`src/rtl/rds_pkg.sv`:
```
package rds_pkg;

    typedef enum logic [1:0] {
        PH_ISSUE = 2'd0,
        PH_TAKE  = 2'd1,
        PH_STALL = 2'd2
    } phase_e;

    typedef struct packed {
        logic adv_addr;
        logic take_data;
        logic take_delay;
        logic tick;
    } step_ctl_t;

    function automatic logic [31:0] wrap_next(input logic [31:0] cur, input logic [31:0] last);
        return (cur == last) ? 32'd0 : cur + 32'd1;
    endfunction

endpackage

```
`src/rtl/rds_addr_ctr.sv`:
```
module rds_addr_ctr #(
    parameter int ADDR_W    = 6,
    parameter int ROM_DEPTH = 64
) (
    input  logic              clk,
    input  logic              rst,
    input  logic              adv,
    output logic [ADDR_W-1:0] addr
);
    import rds_pkg::*;

    localparam logic [ADDR_W-1:0] LAST = ADDR_W'(ROM_DEPTH - 1);

    logic [ADDR_W-1:0] addr_q;

    always_ff @(posedge clk or posedge rst) begin
        if (rst) begin
            addr_q <= '0;
        end else if (adv) begin
            addr_q <= ADDR_W'(wrap_next(32'(addr_q), 32'(LAST)));
        end
    end

    assign addr = addr_q;


    addr_range_chk: assert property (@(posedge clk) disable iff (rst)
        addr_q <= LAST);


    addr_step_chk: assert property (@(posedge clk) disable iff (rst)
        !$stable(addr_q) |-> (addr_q == (($past(addr_q) == LAST) ? '0 : $past(addr_q) + 1'b1)));

endmodule

```
`src/rtl/rds_stall_timer.sv`:
```
module rds_stall_timer #(
    parameter int DLY_W = 8
) (
    input  logic             clk,
    input  logic             rst,
    input  logic             load,
    input  logic [DLY_W-1:0] load_val,
    input  logic             tick,
    output logic             done
);
    logic [DLY_W-1:0] dly_q;
    logic [DLY_W-1:0] cnt_q;

    always_ff @(posedge clk or posedge rst) begin
        if (rst) begin
            dly_q <= '0;
            cnt_q <= '0;
        end else if (load) begin
            dly_q <= load_val;
            cnt_q <= '0;
        end else if (tick) begin
            cnt_q <= cnt_q + 1'b1;
        end
    end

    assign done = (cnt_q == dly_q - 1'b1);


    stall_bound_chk: assert property (@(posedge clk) disable iff (rst)
        tick |-> (cnt_q < dly_q));

endmodule

```
`src/rtl/rds_word_reg.sv`:
```
module rds_word_reg #(
    parameter int DATA_W = 32
) (
    input  logic              clk,
    input  logic              rst,
    input  logic              take,
    input  logic [DATA_W-1:0] din,
    output logic [DATA_W-1:0] dout,
    output logic              vld
);
    logic [DATA_W-1:0] data_q;
    logic              vld_q;

    always_ff @(posedge clk or posedge rst) begin
        if (rst) begin
            data_q <= '0;
            vld_q  <= 1'b0;
        end else begin
            vld_q <= take;
            if (take) begin
                data_q <= din;
            end
        end
    end

    assign dout = data_q;
    assign vld  = vld_q;


    word_hold_chk: assert property (@(posedge clk) disable iff (rst)
        !vld_q |-> $stable(data_q));


    vld_pulse_chk: assert property (@(posedge clk) disable iff (rst)
        vld_q |=> !vld_q);

endmodule

```
`src/rtl/rom_delay_seq.sv`:
```
module rom_delay_seq
    import rds_pkg::*;
#(
    parameter int DATA_W    = 32,
    parameter int DLY_W     = 8,
    parameter int ADDR_W    = 6,
    parameter int ROM_DEPTH = 64,
    parameter int GROUP_LEN = 4
) (
    input  logic              clk,
    input  logic              rst,
    output logic [ADDR_W-1:0] rom_addr,
    input  logic [DATA_W-1:0] rom_rdata,
    output logic [DATA_W-1:0] word_out,
    output logic              word_vld,
    output logic              stalling
);
    localparam int              GRP_W    = $clog2(GROUP_LEN + 1);
    localparam logic [GRP_W-1:0] GRP_LAST = GRP_W'(GROUP_LEN);

    phase_e            phase_q, phase_d;
    logic [GRP_W-1:0]  grp_q, grp_d;
    step_ctl_t         ctl;
    logic [DLY_W-1:0]  dly_word;
    logic              dly_zero;
    logic              stall_done;

    assign dly_word = rom_rdata[DLY_W-1:0];
    assign dly_zero = (dly_word == '0);

    always_comb begin
        ctl     = '0;
        phase_d = phase_q;
        grp_d   = grp_q;
        case (phase_q)
            PH_ISSUE: phase_d = PH_TAKE;
            PH_TAKE: begin
                ctl.adv_addr = 1'b1;
                if (grp_q == GRP_LAST) begin
                    ctl.take_delay = 1'b1;
                    grp_d          = '0;
                    phase_d        = dly_zero ? PH_ISSUE : PH_STALL;
                end else begin
                    ctl.take_data = 1'b1;
                    grp_d         = grp_q + 1'b1;
                    phase_d       = PH_ISSUE;
                end
            end
            PH_STALL: begin
                ctl.tick = 1'b1;
                if (stall_done) begin
                    phase_d = PH_ISSUE;
                end
            end
            default: phase_d = PH_ISSUE;
        endcase
    end

    always_ff @(posedge clk or posedge rst) begin
        if (rst) begin
            phase_q <= PH_ISSUE;
            grp_q   <= '0;
        end else begin
            phase_q <= phase_d;
            grp_q   <= grp_d;
        end
    end

    rds_addr_ctr #(
        .ADDR_W    (ADDR_W),
        .ROM_DEPTH (ROM_DEPTH)
    ) addr_ctr_i (
        .clk  (clk),
        .rst  (rst),
        .adv  (ctl.adv_addr),
        .addr (rom_addr)
    );

    rds_stall_timer #(
        .DLY_W (DLY_W)
    ) stall_timer_i (
        .clk      (clk),
        .rst      (rst),
        .load     (ctl.take_delay),
        .load_val (dly_word),
        .tick     (ctl.tick),
        .done     (stall_done)
    );

    rds_word_reg #(
        .DATA_W (DATA_W)
    ) word_reg_i (
        .clk  (clk),
        .rst  (rst),
        .take (ctl.take_data),
        .din  (rom_rdata),
        .dout (word_out),
        .vld  (word_vld)
    );

    assign stalling = (phase_q == PH_STALL);


    vld_not_stall_chk: assert property (@(posedge clk) disable iff (rst)
        word_vld |-> !stalling);


    zero_stall_chk: assert property (@(posedge clk) disable iff (rst)
        (phase_q == PH_TAKE && grp_q == GRP_LAST && dly_zero) |=> !stalling);


    stall_addr_hold_chk: assert property (@(posedge clk) disable iff (rst)
        ($past(stalling) && stalling) |-> $stable(rom_addr));

endmodule

```
`config.mk`:
```
export PLATFORM = sky130hd
export DESIGN_NAME = rom_delay_seq
export DESIGN_NICKNAME = d
export VERILOG_FILES = /design/src/rtl/rds_pkg.sv /design/src/rtl/rds_addr_ctr.sv /design/src/rtl/rds_stall_timer.sv /design/src/rtl/rds_word_reg.sv /design/src/rtl/rom_delay_seq.sv
export SDC_FILE = /design/constraint.sdc
export NUM_CORES = 1
export LEC_CHECK = 0
export ABC_CLOCK_PERIOD_IN_PS = 5500
export BUFFER_PORTS_ARGS = -buffer_cell sky130_fd_sc_hd__buf_2
export CAP_MARGIN = 10
export CORE_MARGIN = 4
export CORE_UTILIZATION = 45
export CTS_BUF_LIST = sky130_fd_sc_hd__clkbuf_16
export DETAILED_ROUTE_END_ITERATION = 7
export GPL_ROUTABILITY_DRIVEN = 0
export PLACE_DENSITY = 0.81
export RECOVER_POWER = 25
export SYNTH_ARGS = -nofsm -noshare
export SYNTH_HDL_FRONTEND = slang
export SYNTH_SLANG_ARGS = --single-unit
```
`constraint.sdc`:
```
create_clock -name clk -period 5.5 [get_ports clk]
set_input_delay 0 -clock clk [delete_from_list [all_inputs] [get_ports clk]]
set_output_delay 0 -clock clk [all_outputs]
set_load 0.1 [all_outputs]
```
Yosys cells after proc, flatten, opt, wreduce, memory -nomap -nowiden --
Index checks and enable logic that the tools add are counted.
Storage, ports and cells: bits in registers 60, latch bits 0, memory bits (writable) 0, ROM bits 0, bits of input ports 34, logic and storage cells 32, memories kept 0
Cells by class: add/sub/neg operators 4, multipliers 0, div/mod/pow operators 0, magnitude comparators 0, eq/ne operators 6, shift operators 0, muxes and demuxes 12, bitwise logic cells 0, reductions and logical operators 3
Operator list (number):
- 8-bit 2-to-1 mux | 2
- 8-bit by 1-bit adder with 8-bit output (second input constant) | 1
- 8-bit == test | 1
- 8-bit zero test | 1
- 8-bit by 1-bit subtractor with 8-bit output (second input constant) | 1
- 6-bit by 1-bit adder with 6-bit output (second input constant) | 1
- 6-bit == test (second input constant) | 1
- 2-bit 2-to-1 mux | 3
- 3-bit 2-to-1 mux | 2
- 6-bit 2-to-1 mux | 1
- 2-bit case mux with 3 select lines | 1
- 3-bit by 1-bit adder with 3-bit output (second input constant) | 1
- 3-bit == test (second input constant) | 1
- 1-bit 2-to-1 mux | 3
- 2-bit by 1-bit == test with 1-bit output (second input constant) | 1
- 2-bit == test (second input constant) | 1
- 2-bit zero test | 1
- 2-bit by 1-bit != test with 1-bit output (second input constant) | 1
- 2-bit nonzero test | 1

Logic depth before layout (Yosys ltp) --
depth in word-level cells 4, gate-level depth with buffers 7, depth with buffers taken out 6

By module --
A second synthesis with hierarchy kept.
Unflattened totals: cell total of the unflattened synthesis 208, area, all modules 2813.9 µm²
By module, submodules not included:
- rds_word_reg | instances 1, cells each 70, area an instance 1373.8 µm², seq. area each 825.8 µm²
- rds_stall_timer | instances 1, cells each 85, area an instance 893.4 µm², seq. area each 400.4 µm²
- rom_delay_seq | instances 1, cells each 29, area an instance 276.5 µm², seq. area each 125.1 µm²
- rds_addr_ctr | instances 1, cells each 24, area an instance 270.3 µm², seq. area each 150.1 µm²

Worst setup path before layout --
OpenSTA, ideal clock, no wires.
path kind register to register, start reg stall_timer_i.dly_q[0], end reg phase_q[1], library setup time 0.144 ns, data arrival time 1.740 ns, data required time 5.356 ns, path slack 3.616 ns, cell stages (with the launch flop) 5, cell sequence dfrtp_1 -> or3_4 -> or4_1 -> a2111oi_2 -> a41oi_1
Between the ends: longest elaborated chain between the ends 3
RTL lines:
- start: declaration | RTL line rds_stall_timer.sv:11 | logic [DLY_W-1:0] dly_q;
- start signal: assignment | RTL line rds_stall_timer.sv:19 | dly_q <= load_val;
- 8-bit by 1-bit subtractor with 8-bit output | RTL line rds_stall_timer.sv:26 | assign done = (cnt_q == dly_q - 1'b1);
- 8-bit == test | RTL line rds_stall_timer.sv:26
- 2-bit by 1-bit != test with 1-bit output (no line)
- end signal: assignment | RTL line rom_delay_seq.sv:64 | phase_q <= phase_d;
- end: declaration | RTL line rom_delay_seq.sv:21 | phase_e phase_q, phase_d;
Every way passes these cells. A chain may end at the register's enable or synchronous reset.

Worst setup path after layout --
start reg grp_q[0], end reg phase_q[1]
Between the ends: longest elaborated chain between the ends 3
RTL lines:
- start: declaration | RTL line rom_delay_seq.sv:22 | logic [GRP_W-1:0] grp_q, grp_d;
- start signal: assignment | RTL line rom_delay_seq.sv:65 | grp_q <= grp_d;
- 3-bit == test | RTL line rom_delay_seq.sv:39 | if (grp_q == GRP_LAST) begin
- 2-bit 2-to-1 mux | RTL line rom_delay_seq.sv:39
- 2-bit case mux with 3 select lines | RTL line rom_delay_seq.sv:35 | case (phase_q)
Every way passes these cells.

==> impl_metrics.env <==
export IMPL_status="finished clean"
export IMPL_synthFlopType="dfrtp_1"
export IMPL_diodes=0
export IMPL_layout_drive_gt1_share=0.3303
export IMPL_min_path_type="in -> reg"
export IMPL_via_count=2032
export IMPL_fillers=436
export IMPL_cts_max_path_buffers=2
export IMPL_ant_nets=0
export IMPL_stdcell_count=405
export IMPL_start_util=0.4701
export IMPL_antenna_found_initial=0
export IMPL_clock_latency_ns=0.32
export IMPL_area_growth_pct=39.25
export IMPL_min_period_ns=2.100
export IMPL_dieArea_um2=7147
export IMPL_fp_dieW_um=84.54
export IMPL_fin_worst_skew_ns=0.007723
export IMPL_final_area_um2=3671
export IMPL_post_route_util=0.6546
export IMPL_wl_per_cell_um=14.95
export IMPL_synth_area_leaders="dfrtp_1 (57%), mux2_2 (16%), xnor2_1 (4.0%), nand2_1 (3.0%), xor2_1 (2.7%)"
export IMPL_grt_pass1_vias=2227
export IMPL_syn_area_per_cell_um2=12.20
export IMPL_io_buffers=73
export IMPL_grt_start_max_net_pins=61
export IMPL_finalMaxSlewViolations=0
export IMPL_worstSetupEndpointType="register"
export IMPL_die_y_um=84.54
export IMPL_fin_nets=367
export IMPL_rows=27
export IMPL_yosysWarnings=0
export IMPL_cts_buffers=9
export IMPL_ios=74
export IMPL_fin_crit_sh=0.3818
export IMPL_synth_common_cells="dfrtp_1 (60), mux2_2 (37), nand2_1 (21)"
export IMPL_cp_start_kind="register"
export IMPL_yosys_area_top_type="dfrtp_1"
export IMPL_viasPerCell=5.017
export IMPL_clk_pin_slew_ns=0.05
export IMPL_overflow=0
export IMPL_syn_area_um2=2636
export IMPL_worstMarginPinSlew_ns=1.187
export IMPL_ys_types=32
export IMPL_synth_seq_cells=60
export IMPL_synth_top_cell_area_share=0.5695
export IMPL_routed_wl_mm=6.053
export IMPL_finalSetupViolations=0
export IMPL_grtUsageTotal=0.1849
export IMPL_synthArstFlopShare=1.000
export IMPL_max_freq_mhz=476.2
export IMPL_hold_viol=0
export IMPL_cts_tree="built"
export IMPL_crit_path_max_fanout=21
export IMPL_cts_root_buf="clkbuf_16"
export IMPL_setup_tns_ns=0
export IMPL_syn_inst=216
export IMPL_max_slew_margin=0.2121
export IMPL_crit_arrival_ns=2.33
export IMPL_placed_cell_area_um2=3078
export IMPL_crit_required_ns=5.73
export IMPL_yosys_cell_count_top_type="dfrtp_1"
export IMPL_crit_type="reg -> reg"
export IMPL_dpl_hpwl_mm=3.826
export IMPL_rsz0062_at_grt="no"
export IMPL_first_iter_violations=118
export IMPL_core_area_um2=5608
export IMPL_drc=0
export IMPL_synth_seq_area_share=0.5695
export IMPL_cap_viol_max_count=0
export IMPL_h_tree_depth=3
export IMPL_cts_sinks=60
export IMPL_syn_num_nets=255
export IMPL_grt_pass1_wl_mm=10.45
export IMPL_synth_edf_count=0
export IMPL_dp_cells=356
export IMPL_drt_pass1_iter_count=4
-- worst max-delay path: stages, from the launching register on --
cell and delay, ns:
dfrtp_1 0.40, inv_1 0.07, ha_1 0.15, and4b_1 0.66, a21boi_0 0.39, a2111oi_2 0.10
a41oi_1 0.24
-- logic make-up after synthesis --
group | share of synthesized area
and+or+nand+nor | 0.1096
xor gates and xnor gates | 0.06645
buffers and inverters | 0.02515
AOI/OAI and AO/OA | 0.04746
DFF | 0.5695
muxes | 0.1580
adders and majority gates | 0.02373
-- repair_timing --
action / in CTS / in global routing
gates resized for setup: 0 / 0
setup buffers: 0 / 0
hold buffers: 33 / 0
endpoints found under the hold margin: 100 / 0
-- metrics by stage --
step / hold WS, ns / setup slack [ns]
final: 0.4431 / 3.400
after global routing: 0.4621 / 3.169
after CTS: 0.4343 / 3.336
after detailed placement: 0.2357 / 3.408
after global placement: 0.2305 / 3.491
after floorplan: 0.1168 / 3.616
-- final cells by class --
cell class                 instances  area (um2)  area share
sequential                        60        1501      0.4090
clock inverter                     7       57.56     0.01568
multi-input combinational        139        1069      0.2911
tap                               72       90.09     0.02454
inverter                          10       37.54     0.01022
timing repair buffer             108       690.7      0.1881
clock buffer                       9       225.2     0.06135
-- placed cells by master (no fill, tap or decap), types with 10 or more instances in the layout --
master         synthesis  layout
buf_2                  2      57
mux2_2                37      37
dlygate4sd3_1          0      33
xnor2_1               12      12
o21ai_0               10      10
nand2_1               21      21
nor2_1                12      12
clkbuf_1               4      16
dfrtp_1               60      60
-- sequential cells by signal, indices dropped and copies added, names as in the netlist --
name / flops
stall_timer_i.cnt_q: 8
word_reg_i.vld: 1
grp_q: 3
word_reg_i.dout: 32
phase_q: 2
addr_ctr_i.addr: 6
stall_timer_i.dly_q: 8
-- per-layer routing --
| metal | vias up | GRT usage | routed length [um] |
|---|---|---|---|
| met5 | - | 0 | 0 |
| li1 | 973 | - | - |
| met4 | 0 | 0.07770 | 114 |
| met3 | 10 | 0.05986 | 362 |
| met2 | 54 | 0.3295 | 3197 |
| met1 | 995 | 0.2008 | 2380 |
-- final timing paths --
path | startpoint | endpoint | slack, ns | cells past startpoint
worst max-delay path | grp_q[0] | phase_q[1] | 3.40 | 6
worst min-delay path | rom_rdata[9] | word_reg_i.dout[9] | 0.44 | 3
worst max register to register | grp_q[0] | phase_q[1] | 3.40 | 6
worst min register to register | word_reg_i.dout[0] | word_reg_i.dout[0] | 0.50 | 1
max in group asynchronous | rst | stall_timer_i.cnt_q[6] | 4.53 | 4
min in group asynchronous | rst | word_reg_i.dout[22] | 0.48 | 4
Power is not shown: default switching activity piles up to over one toggle a cycle in this logic, so the estimate is an artifact.
